<file path="config.mk">
export PLATFORM = sky130hd
export DESIGN_NAME = sclk_divider
export DESIGN_NICKNAME = d
export VERILOG_FILES = /design/src/rtl/sclk_div_pkg.sv /design/src/rtl/sclk_div_ctrl.sv /design/src/rtl/sclk_div_lut.sv /design/src/rtl/sclk_div_count.sv /design/src/rtl/sclk_divider.sv
export SDC_FILE = /design/constraint.sdc
export NUM_CORES = 1
export LEC_CHECK = 0
export ABC_AREA = 0
export BUFFER_PORTS_ARGS = -buffer_cell sky130_fd_sc_hd__buf_2
export CAP_MARGIN = 20
export CORE_ASPECT_RATIO = 1.5
export CORE_MARGIN = 2
export CORE_UTILIZATION = 39
export DETAILED_ROUTE_END_ITERATION = 8
export PLACE_DENSITY_LB_ADDON = 0.15
export SETUP_SLACK_MARGIN = 0.2
export SLEW_MARGIN = 20
export SYNTH_ARGS = -nofsm -noshare
export SYNTH_HDL_FRONTEND = slang
export SYNTH_SLANG_ARGS = --single-unit
</file>
<file path="constraint.sdc">
create_clock -name clk -period 1.8 [get_ports clk]
set_input_delay 0 -clock clk [delete_from_list [all_inputs] [get_ports clk]]
set_output_delay 0 -clock clk [all_outputs]
set_load 0.005 [all_outputs]
</file>
<file path="src/rtl/sclk_div_pkg.sv">
package sclk_div_pkg;
  localparam int CTRL_W   = 32;
  localparam int CODE_W   = 4;
  localparam int DIV_W    = 8;
  localparam int HALF_W   = DIV_W - 1;
  localparam int NCODES   = 1 << CODE_W;
  localparam int EN_BIT   = 0;
  localparam int CODE_LSB = 1;
  localparam int IRQ_BIT  = 6;

  localparam logic [CTRL_W-1:0] CTRL_MASK =
    (CTRL_W'(1) << EN_BIT) | (CTRL_W'(NCODES - 1) << CODE_LSB) | (CTRL_W'(1) << IRQ_BIT);

  typedef logic [CODE_W-1:0] code_t;
  typedef logic [DIV_W-1:0]  div_t;
  typedef logic [HALF_W-1:0] half_t;

  // Divisor for a code; reserved codes fall back to the slowest rate.
  function automatic div_t code_to_div(input code_t c);
    case (c)
      4'd0:    return div_t'(4);
      4'd1:    return div_t'(6);
      4'd2:    return div_t'(8);
      4'd3:    return div_t'(10);
      4'd4:    return div_t'(12);
      4'd5:    return div_t'(16);
      4'd6:    return div_t'(18);
      4'd7:    return div_t'(20);
      4'd8:    return div_t'(24);
      4'd9:    return div_t'(32);
      4'd10:   return div_t'(40);
      4'd11:   return div_t'(50);
      4'd12:   return div_t'(64);
      default: return div_t'(128);
    endcase
  endfunction

  // Terminal count of one half period.
  function automatic half_t half_minus_one(input div_t d);
    return half_t'(d >> 1) - half_t'(1);
  endfunction
endpackage

</file>
<file path="src/rtl/sclk_div_ctrl.sv">
module sclk_div_ctrl
  import sclk_div_pkg::*;
(
  input  logic              clk,
  input  logic              rst_n,
  input  logic              wr_en,
  input  logic [CTRL_W-1:0] wr_data,
  output logic [CTRL_W-1:0] rd_data,
  output logic              run_o,
  output logic              irq_en_o,
  output code_t             act_code_o
);
  logic [CTRL_W-1:0] word_q;
  code_t             act_code_q;

  // The active code may only move while the clock is stopped.
  logic  wr_while_idle;
  code_t wr_code;
  assign wr_while_idle = wr_en && !word_q[EN_BIT];
  assign wr_code       = wr_data[CODE_LSB +: CODE_W];

  always_ff @(posedge clk) begin
    if (!rst_n) begin
      word_q     <= '0;
      act_code_q <= '0;
    end else begin
      if (wr_en) word_q <= wr_data & CTRL_MASK;
      if (wr_while_idle)
        act_code_q <= wr_code;
      else if (!word_q[EN_BIT])
        act_code_q <= word_q[CODE_LSB +: CODE_W];
    end
  end

  assign rd_data    = word_q;
  assign run_o      = word_q[EN_BIT];
  assign irq_en_o   = word_q[IRQ_BIT];
  assign act_code_o = act_code_q;

  AST_RESET_CLEARS: assert property (@(posedge clk) !rst_n |=> (rd_data == '0 && !run_o));
  AST_CODE_FROZEN: assert property (@(posedge clk) disable iff (!rst_n)
    $past(run_o) |-> $stable(act_code_o));
  AST_RESERVED_ZERO: assert property (@(posedge clk) disable iff (!rst_n)
    (rd_data & ~CTRL_MASK) == '0);
endmodule

</file>
<file path="src/rtl/sclk_div_lut.sv">
module sclk_div_lut
  import sclk_div_pkg::*;
(
  input  code_t code_i,
  output half_t half_m1_o
);
  half_t rom [NCODES];

  for (genvar g = 0; g < NCODES; g++) begin : g_rom
    assign rom[g] = half_minus_one(code_to_div(code_t'(g)));
  end

  assign half_m1_o = rom[code_i];
endmodule

</file>
<file path="src/rtl/sclk_div_count.sv">
module sclk_div_count
  import sclk_div_pkg::*;
(
  input  logic  clk,
  input  logic  rst_n,
  input  logic  run_i,
  input  half_t half_m1_i,
  output logic  sclk_o
);
  half_t cnt_q;
  logic  sclk_q;
  logic  running_q;

  logic start_evt;
  logic wrap_evt;
  assign start_evt = run_i && !running_q;
  assign wrap_evt  = run_i && running_q && (cnt_q == half_m1_i);

  always_ff @(posedge clk) begin
    if (!rst_n) begin
      cnt_q     <= '0;
      sclk_q    <= 1'b0;
      running_q <= 1'b0;
    end else begin
      running_q <= run_i;
      if (!run_i) begin
        cnt_q  <= '0;
        sclk_q <= 1'b0;
      end else if (start_evt) begin
        cnt_q  <= '0;
        sclk_q <= 1'b1;
      end else if (wrap_evt) begin
        cnt_q  <= '0;
        sclk_q <= ~sclk_q;
      end else begin
        cnt_q  <= cnt_q + half_t'(1);
      end
    end
  end

  assign sclk_o = sclk_q;

  AST_HOLD_LOW: assert property (@(posedge clk) disable iff (!rst_n)
    !run_i |=> (!sclk_o && cnt_q == '0));
  AST_START_HIGH: assert property (@(posedge clk) disable iff (!rst_n)
    start_evt |=> (sclk_o && cnt_q == '0));
  AST_TOGGLE_ON_WRAP: assert property (@(posedge clk) disable iff (!rst_n)
    wrap_evt |=> (sclk_o != $past(sclk_o)));
  AST_STEADY_MIDPHASE: assert property (@(posedge clk) disable iff (!rst_n)
    (run_i && running_q && !wrap_evt) |=> $stable(sclk_o));
  AST_NO_OVERRUN: assert property (@(posedge clk) disable iff (!rst_n)
    running_q |-> cnt_q <= half_m1_i);
endmodule

</file>
<file path="src/rtl/sclk_divider.sv">
module sclk_divider
  import sclk_div_pkg::*;
(
  input  logic              clk,
  input  logic              rst_n,
  input  logic              wr_en,
  input  logic [CTRL_W-1:0] wr_data,
  output logic [CTRL_W-1:0] rd_data,
  output logic              irq_en_o,
  output logic              sclk_o
);
  logic  run;
  code_t act_code;
  half_t half_m1;

  sclk_div_ctrl u_ctrl (
    .clk        (clk),
    .rst_n      (rst_n),
    .wr_en      (wr_en),
    .wr_data    (wr_data),
    .rd_data    (rd_data),
    .run_o      (run),
    .irq_en_o   (irq_en_o),
    .act_code_o (act_code)
  );

  sclk_div_lut u_lut (
    .code_i    (act_code),
    .half_m1_o (half_m1)
  );

  sclk_div_count u_count (
    .clk       (clk),
    .rst_n     (rst_n),
    .run_i     (run),
    .half_m1_i (half_m1),
    .sclk_o    (sclk_o)
  );

  AST_IRQ_FOLLOWS: assert property (@(posedge clk) disable iff (!rst_n)
    irq_en_o == rd_data[IRQ_BIT]);
endmodule

</file>
==> results of run 1 <==
-- how the worst max path moves through the flow --
stage / cells after the start / to / startpoint / slack (ns)
finish: 8 / u_count.cnt_q[5]$_SDFF_PP0_ / u_ctrl.act_code_o[1]$_SDFFE_PN0P_ / -0.23
global route: 7 / u_count.sclk_o$_SDFFE_PN0P_ / u_ctrl.act_code_o[0]$_SDFFE_PN0P_ / -0.31
global placement: 7 / u_count.sclk_o$_SDFFE_PN0P_ / u_ctrl.act_code_o[1]$_SDFFE_PN0P_ / -0.28
detailed placement: 7 / u_count.sclk_o$_SDFFE_PN0P_ / u_ctrl.act_code_o[0]$_SDFFE_PN0P_ / -0.28
floorplan: 7 / u_count.sclk_o$_SDFFE_PN0P_ / u_ctrl.act_code_o[1]$_SDFFE_PN0P_ / -0.14
CTS: 8 / u_count.cnt_q[2]$_SDFF_PP0_ / u_ctrl.act_code_o[1]$_SDFFE_PN0P_ / -0.26
-- sequential cells by signal (all words and copies together) (netlist names) --
register / flops
u_count.cnt_q: 7
u_count.running_q: 1
u_count.sclk_o: 1
u_ctrl.act_code_o: 4
u_ctrl.rd_data: 6
-- area by class of cell --
cell class	count	area share
timing repair buffer	27	0.123
tap	39	0.0361
clock buffer	4	0.0334
multi-input combinational	95	0.502
sequential	19	0.286
inverter	6	0.0185
-- logic make-up after synthesis --
family / share of synthesized area
xor gates and xnor gates: 0.0532
DFF: 0.330
and+or+nand+nor: 0.144
AOI/OAI and AO/OA: 0.130
buffers and inverters: 0.215
adders and majority gates: 0.0543
other: 0.00325
muxes: 0.0695
-- power groups by stage --
stage | clock network [mW] | logic (mW) | registers (mW)
finish | 0.288 | 0.192 | 0.457
global placement | 0 | 0.165 | 0.465
detailed placement | 0 | 0.167 | 0.465
global route | 0.317 | 0.214 | 0.461
floorplan | 0 | 0.146 | 0.464
CTS | 0.301 | 0.178 | 0.456
-- routing by layer --
metal | up-vias | wire length, um | global-route usage
met5 | - | 0 | 0
met3 | 4 | 133 | 0.0316
met1 | 380 | 796 | 0.157
met2 | 31 | 1200 | 0.252
li1 | 423 | - | -
met4 | 0 | 34 | 0.0667
-- cells in the final DEF (no fill, tap or decap), types with 3 or more instances in the layout --
cell       instances
conb_1            26
buf_2             16
dfxtp_1           16
buf_4             10
nor2_1             9
nor2b_1            7
mux2i_1            7
xor2_1             5
a2bb2oi_1          4
inv_1              3
nand2_1            3
clkbuf_8           3
-- per-stage QoR --
stage	TNS, ns	instances	instance area [um^2]	setup WS [ns]	total power, mW
2_1_floorplan	-0.768	151	1270	-0.137	0.611
3_3_place_gp	-1.54	185	1250	-0.283	0.629
3_5_place_dp	-1.76	185	1250	-0.276	0.632
4_1_cts	-2.00	190	1310	-0.262	0.935
5_1_grt	-2.42	190	1350	-0.312	0.992
6_report	-1.73	190	1350	-0.228	0.938
-- worst max-delay path: stages, from the launching register on --
cell	delay (ns)
dfxtp_4	0.38
inv_4	0.05
ha_4	0.23
mux2i_4	0.15
nor3_2	0.05
a2111o_1	0.43
buf_6	0.14
o311ai_4	0.39
nor2_1	0.08
-- timing repair --
item	in CTS	in global routing
gates resized for setup	1	10
pin swaps	3	5
gates cloned	0	0
buffers inserted	1	0
endpoints found under the setup margin	8	8
endpoints found under the hold margin	0	0
==> summary.txt, run 1 <==
Setup ws final -> -0.228 ns
Leakage -> 0.607 nW
Share of cells above drive strength 1 -> 0.291
Clock sink count -> 19
Clock power share -> 0.307
Largest area contributor in the netlist -> dfxtp_1
Maximum root-to-sink buffer count -> 2
Yosys warnings -> 0
Initial antenna violation count -> 0
Failing checks -> setup timing
H-tree lvl count -> 1
FF+latch area -> 387 um^2
Post-Syn Instances -> 126
Post-route ant nets -> 0
Core region area -> 2850 um^2
Period minus WS final -> 2.03 ns
WHS Endpoint -> u_ctrl.rd_data[6]$_SDFFE_PN0P_
Layout Area Growth over Synthesis -> 17.2%
P_int -> 0.694 mW
Die Area -> 3410 um^2
Synth Register Bits -> 19
Hpwl dp -> 1760 um
Hold Crit Depth -> 3
Post-synthesis sequential area ratio -> 0.330
Mapped cell area -> 1150 um^2
First-pass GRT wire length -> 3760 um
DR vias/cell -> 4.41
Final Hold Fails -> 0
Multi-input logic area -> 678 um^2
Critical Path Fanout Max -> 7
Clk_lat worst skew -> 0.25 ns
CTS tree -> done
First drt pass iteration count -> 4
Drt wl/cell -> 11.4 um
Hold buffers post-CTS -> 0
CP arrival -> 2.16 ns
Share of Yosys cell area claimed by the top area cell type -> 0.330
Root buf cell -> clkbuf_8
Setup CP Type -> register to register
Synth async-reset ratio -> 0
Status -> finished, violations left
Reg2reg end -> u_count.cnt_q[5]$_SDFF_PP0_
Initial core utilization -> 0.404
Final Skew -> 0.00150 ns
Final #Nets -> 192
R2r startpoint -> u_ctrl.act_code_o[1]$_SDFFE_PN0P_
Clk pin slew, worst setup/hold paths -> 0.07 ns
Comb pwr share -> 0.205
Drt initial violations -> 7
GP Congestion -> 0.779
Remaining routing DRC violations -> 0
Final core occ -> 0.473
Psw -> 0.243 mW
FF-to-FF setup slack -> -0.23 ns
# port buffers -> 16
Count leader, synth -> buf_4
N_diodes -> 0
Seq pwr share -> 0.488
Hold Startpoint -> wr_data[6]
# fillers -> 309
Worst R2R Path Depth -> 8
Number of global-route vias before repair -> 812
Tot GR Track Use -> 0.141
RSZ-0062 raised after global routing -> true
Worst hold slack -> 0.00874 ns
Synthesized area per cell -> 9.15 um^2
EDFF count, synth -> 0
Reported max-cap violation count -> 0
Largest net degree at the start of global routing -> 11
Crit start category -> register
Vias post-DR -> 838
I/O pin cnt -> 69
Pwr Density -> 694 nW/um^2
Yosys cell types -> 35
Max IR drop VDD -> 0.000357 V
Wirelength, routed -> 2160 um
Final Slew Violations -> 0
Worst setup EP type -> register
Top cells by area, synth -> dfxtp_1 (33%), buf_4 (19%), mux2i_1 (6.9%)
Fin crit share -> 1.13
GRT overflow -> 0
Chip Height -> 70.6 um
Rows -> 24
Most instantiated cells after synthesis -> buf_4 (29), dfxtp_1 (19), nor2_1 (9)
Num CTS Buffers -> 3
Top FF cell, synth -> dfxtp_1
Tightest Hold Check Type -> primary input to register
Final setup violation count -> 8
Sw Share -> 0.259
Fmax -> 493 MHz
Die W -> 48.4 um
WP data required -> 1.93 ns
Note: power is estimated with default switching activity, not from simulation.
==> inputs of run 2 (changes only) <==
--- a/config.mk
+++ b/config.mk
@@ -10,7 +10,7 @@
 export CAP_MARGIN = 20
 export CORE_ASPECT_RATIO = 1.5
 export CORE_MARGIN = 2
-export CORE_UTILIZATION = 39
+export CORE_UTILIZATION = 43
 export DETAILED_ROUTE_END_ITERATION = 8
 export PLACE_DENSITY_LB_ADDON = 0.15
 export SETUP_SLACK_MARGIN = 0.2
==> constraint.sdc (replaced) <==
create_clock -name clk -period 2.2 [get_ports clk]
set_input_delay 0 -clock clk [delete_from_list [all_inputs] [get_ports clk]]
set_output_delay 0 -clock clk [all_outputs]
set_load 0.005 [all_outputs]
==> run 2 against run 1 <==
  * The flow now finishes without violations
  * Cell count fell by 4.2%
  * Clock skew is 0.0027 ns higher
  * Non-clock buffer count shrank 6
  * First-iteration DRC count unchanged
  * Wire length up 1.3%
  * Critical path depth decreased by 1
  * Maximum frequency down 0.50%
  * Sequential power down 17%
  * Clock power shrank 17%
  * Worst hold slack got worse by 0.0021 ns
  * Critical path type unchanged
  * Critical endpoint is now u_count.sclk_o$_SDFFE_PN0P_
==> summary.txt, run 2 (same netlist as run 1, synthesis figures left out) <==
Status -> complete, no violations
WP data required -> 2.39 ns
Period minus WS final -> 2.04 ns
I/O pin cnt -> 69
Tot GR Track Use -> 0.146
Number of global-route vias before repair -> 701
Share of cells above drive strength 1 -> 0.262
First-pass GRT wire length -> 3150 um
First drt pass iteration count -> 4
Clock power share -> 0.322
Fin crit share -> 0.926
Die Area -> 3120 um^2
Chip Height -> 67.4 um
Tightest Hold Check Type -> primary input to register
CP arrival -> 2.22 ns
Max IR drop VDD -> 0.000347 V
Delay of the slowest critical-path stage -> 0.47 ns
Wirelength, routed -> 2190 um
Hpwl dp -> 1710 um
Psw -> 0.197 mW
Clock sink count -> 19
DR vias/cell -> 4.60
Setup CP Type -> register to register
Most frequent cells in the layout -> conb_1 (26), buf_2 (16), dfxtp_1 (16)
CTS tree -> done
Reported max-cap violation count -> 0
Critical Path Fanout Max -> 3
Final Skew -> 0.00420 ns
Rows -> 23
Most common cell after layout, fill and taps aside -> conb_1
Top cell by count, worst path -> a221o_1
Setup tns final -> 0 ns
# port buffers -> 16
Seq pwr share -> 0.507
Final Slew Violations -> 0
GRT overflow -> 0
Initial core utilization -> 0.440
Crit path cell chain -> inv_4 -> ha_4 -> nor2b_2 -> a221o_1 -> a221o_1 -> or4_1 -> a31oi_1
Final #Nets -> 186
Biggest register -> u_count.cnt_q
Drt initial violations -> 7
Largest net degree at the start of global routing -> 13
Layout Area Growth over Synthesis -> 11.2%
RSZ-0062 raised after global routing -> true
Post-route ant nets -> 0
Num CTS Buffers -> 3
Die W -> 46.3 um
Crit start category -> register
Pwr Density -> 582 nW/um^2
Final core occ -> 0.489
Remaining routing DRC violations -> 0
Root buf cell -> clkbuf_8
Clk_lat worst skew -> 0.25 ns
N_diodes -> 0
Number of flip-flops in the largest register -> 7
Initial antenna violation count -> 0
P_int -> 0.548 mW
Sw Share -> 0.264
Worst setup EP type -> register
Fmax -> 491 MHz
Clk pin slew, worst setup/hold paths -> 0.07 ns
Final setup violation count -> 0
Final Power -> 0.745 mW
Comb pwr share -> 0.171
Final Hold Fails -> 0
Vias post-DR -> 838
Maximum root-to-sink buffer count -> 2
GP Congestion -> 0.800
H-tree lvl count -> 1
Leakage -> 0.573 nW
Core region area -> 2620 um^2
Drt wl/cell -> 12.0 um
CP max stage cell -> or4_1
[run 2: power by group through the flow]
stage               logic (mW)  clock network [mW]  registers (mW)
floorplan                0.114                   0           0.379
global placement         0.103                   0           0.383
detailed placement       0.106                   0           0.384
CTS                      0.121               0.251           0.375
global route             0.142               0.267           0.380
finish                   0.128               0.240           0.378
[run 2: layout make-up]
type | instances | area [um^2]
Multi-Input combinational cell | 95 | 658
Clock buffer | 4 | 45.0
Inverter | 6 | 27.5
Sequential cell | 19 | 387
Timing Repair Buffer | 21 | 118
Tap cell | 37 | 46.3
Fill cell | 262 | 1340
[run 2: path summary, 6_finish.rpt]
| path | startpoint | endpoint | slack, ns | depth (start not counted) |
|---|---|---|---|---|
| max reg2reg | u_ctrl.act_code_o[0]$_SDFFE_PN0P_ | u_count.sclk_o$_SDFFE_PN0P_ | 0.16 | 7 |
| max | u_ctrl.act_code_o[0]$_SDFFE_PN0P_ | u_count.sclk_o$_SDFFE_PN0P_ | 0.16 | 7 |
| min reg2reg | u_count.running_q$_SDFF_PN0_ | u_count.sclk_o$_SDFFE_PN0P_ | 0.47 | 1 |
| min | wr_data[0] | u_ctrl.rd_data[0]$_SDFFE_PN0P_ | 0.007 | 3 |
[run 2: what timing repair did]
action | in CTS | in global routing
hold buffers | 0 | 0
gates resized for setup | 8 | 6
cloned | 0 | 0
setup endpoints to repair | 8 | 8
setup buffers | 2 | 1
hold endpoints to repair | 0 | 0
pin swaps | 4 | 3
[run 2: worst max-delay path: cells and delay by family (launching register included)]
kind            cells  cell delay [ns]
simple gates        2             0.63
buf+inv             1             0.06
flops               1             0.35
compound gates      3             0.78
fa+ha+maj           1             0.15
[run 2: metrics by stage]
step	hold WS (ns)	cells	cell area, um^2	setup slack [ns]
floorplan	0.128	151	1250	0.220
global placement	0.256	175	1160	0.101
detailed placement	0.275	175	1160	0.0733
CTS	0.00802	181	1250	0.174
global route	0.000274	182	1280	0.109
finish	0.00668	182	1280	0.162
[run 2: routing by layer]
layer  global-route usage  vias up  routed length (um)
met5                    0        -                   0
met4               0.0964        0                  76
met3               0.0321        6                  66
met2                0.262       21                1250
met1                0.141      397                 804
li1                     -      414                   -
==> inputs of run 3 (changes only) <==
--- a/config.mk
+++ b/config.mk
@@ -13,7 +13,6 @@
 export CORE_UTILIZATION = 43
 export DETAILED_ROUTE_END_ITERATION = 8
 export PLACE_DENSITY_LB_ADDON = 0.15
-export SETUP_SLACK_MARGIN = 0.2
 export SLEW_MARGIN = 20
 export SYNTH_ARGS = -nofsm -noshare
 export SYNTH_HDL_FRONTEND = slang
==> constraint.sdc (replaced) <==
create_clock -name clk -period 2.2 [get_ports clk]
set_input_delay 0.11 -clock clk [delete_from_list [all_inputs] [get_ports clk]]
set_output_delay 0.11 -clock clk [all_outputs]
set_load 0.005 [all_outputs]
==> run 3 against run 2 <==
  * Largest cell class unchanged
  * Clock power is 3% higher
  * Die area stayed put
  * Wire length is 4.5% lower
  * First-iteration DRC count is 57% lower
  * Combinational power is 11% lower
  * Worst setup slack worse by 0.058 ns
==> summary.txt, run 3 (same netlist as run 1, synthesis figures left out) <==
Final Skew -> 0.00124 ns
Most common cell after layout, fill and taps aside -> conb_1
Final Hold Fails -> 0
Max IR drop VDD -> 0.000326 V
Initial antenna violation count -> 0
First-pass GRT wire length -> 3140 um
GP Congestion -> 0.773
Psw -> 0.200 mW
Fin crit share -> 0.953
Most frequent cells in the layout -> conb_1 (26), dfxtp_1 (17), buf_2 (16)
Core region area -> 2620 um^2
Remaining routing DRC violations -> 0
Number of flip-flops in the largest register -> 7
Post-route ant nets -> 0
First drt pass iteration count -> 3
# port buffers -> 16
Die W -> 46.3 um
Final #Nets -> 185
H-tree lvl count -> 1
Hold buffers post-CTS -> 0
Worst setup EP type -> register
Dpl cells -> 177
# fillers -> 273
Reg2reg end -> u_count.sclk_o$_SDFFE_PN0P_
Clk pin slew, worst setup/hold paths -> 0.07 ns
Number of global-route vias before repair -> 707
N_diodes -> 0
Largest net degree at the start of global routing -> 13
Design area -> 1230 um^2
DR vias/cell -> 4.52
Chip Height -> 67.4 um
Vias post-DR -> 818
Pwr Density -> 599 nW/um^2
Seq pwr share -> 0.509
Final setup violation count -> 0
Sw Share -> 0.272
Post-route insts no fill -> 181
CTS tree -> done
Wirelength, routed -> 2100 um
Dpl ws -> -0.0219 ns
Tightest Hold Check Type -> primary input to register
Die Area -> 3120 um^2
Root buf cell -> clkbuf_8
DP Area -> 1180 um^2
WP data required -> 2.39 ns
I/O pin cnt -> 69
Hold Startpoint -> wr_data[0]
Hold Crit Depth -> 3
Clk_lat worst skew -> 0.26 ns
Clock power share -> 0.337
WHS Endpoint -> u_ctrl.rd_data[0]$_SDFFE_PN0P_
Share of cells above drive strength 1 -> 0.208
Num CTS Buffers -> 3
Clock sink count -> 19
Drt wl/cell -> 11.6 um
Crit start category -> register
Critical Path Fanout Max -> 3
Final core occ -> 0.471
Status -> complete, no violations
Tot GR Track Use -> 0.143
R2r startpoint -> u_ctrl.act_code_o[0]$_SDFFE_PN0P_
Post CTS Setup Buffer Count -> 0
Comb pwr share -> 0.154
Final Slew Violations -> 0
P_int -> 0.538 mW
Reported max-cap violation count -> 0
Maximum root-to-sink buffer count -> 2
Setup ws final -> 0.104 ns
Rows -> 23
GRT overflow -> 0
Fmax -> 477 MHz
CP arrival -> 2.28 ns
Layout Area Growth over Synthesis -> 6.95%
Hpwl dp -> 1710 um
Leakage -> 0.568 nW
Drt initial violations -> 3
RSZ-0062 raised after global routing -> false
Worst R2R Path Depth -> 7
Biggest register -> u_count.cnt_q
FF-to-FF setup slack -> 0.10 ns
Setup CP Type -> register to register
Period minus WS final -> 2.10 ns
Initial core utilization -> 0.440
-- run 3: metrics by stage --
stage	power (mW)	hold WS, ns	setup TNS, ns
final	0.738	0.113	0
after global routing	0.775	0.112	0
after CTS	0.741	0.115	0
after detailed placement	0.494	0.385	-0.0219
after global placement	0.490	0.366	0
after floorplan	0.492	0.238	0
-- run 3: critical path: stages, from the launching register on --
cell	delay (ns)
dfxtp_2	0.33
inv_1	0.06
ha_1	0.21
nor2b_1	0.15
a221o_1	0.36
a221o_1	0.31
or4_1	0.48
a31oi_1	0.14
-- run 3: layout make-up --
class | count | area [um^2] | area share
multi-input combinational | 95 | 622 | 0.505
sequential | 19 | 385 | 0.313
timing repair buffer | 20 | 110 | 0.0893
tap | 37 | 46.3 | 0.0376
clock buffer | 3 | 41.3 | 0.0335
inverter | 6 | 22.5 | 0.0183
clock inverter | 1 | 5.00 | 0.00406
-- run 3: per-layer routing --
layer | routed length [um] | GRT usage | vias up | share of wire
met5 | 0 | 0 | - | 0
met4 | 51 | 0.0857 | 0 | 0.024
met3 | 60 | 0.0187 | 6 | 0.029
met2 | 1250 | 0.269 | 20 | 0.59
met1 | 738 | 0.138 | 385 | 0.35
li1 | - | - | 407 | -
-- run 3: worst max path at each step --
| stage | from | slack [ns] | depth (start not counted) | endpoint |
|---|---|---|---|---|
| 2_1_floorplan | u_ctrl.act_code_o[0]$_SDFFE_PN0P_ | 0.15 | 7 | u_count.sclk_o$_SDFFE_PN0P_ |
| 3_3_place_gp | u_ctrl.act_code_o[1]$_SDFFE_PN0P_ | 0.06 | 8 | u_count.sclk_o$_SDFFE_PN0P_ |
| 3_5_place_dp | u_ctrl.act_code_o[1]$_SDFFE_PN0P_ | -0.02 | 8 | u_count.sclk_o$_SDFFE_PN0P_ |
| 4_1_cts | u_ctrl.act_code_o[1]$_SDFFE_PN0P_ | 0.01 | 8 | u_count.sclk_o$_SDFFE_PN0P_ |
| 5_1_grt | u_ctrl.act_code_o[0]$_SDFFE_PN0P_ | 0.004 | 7 | u_count.sclk_o$_SDFFE_PN0P_ |
| 6_report | u_ctrl.act_code_o[0]$_SDFFE_PN0P_ | 0.10 | 7 | u_count.sclk_o$_SDFFE_PN0P_ |
-- run 3: power by group through the flow --
stage / sequential [mW] / combinational, mW / clock [mW]
after global placement: 0.382 / 0.108 / 0
after detailed placement: 0.383 / 0.111 / 0
after floorplan: 0.378 / 0.114 / 0
after CTS: 0.376 / 0.112 / 0.253
after global routing: 0.379 / 0.128 / 0.268
final: 0.376 / 0.114 / 0.248
-- run 3: repair_timing --
action / in CTS / in global routing
endpoints found under the setup margin: 1 / 8
cloned: 0 / 0
gates resized for setup: 1 / 3
pin swaps: 0 / 2
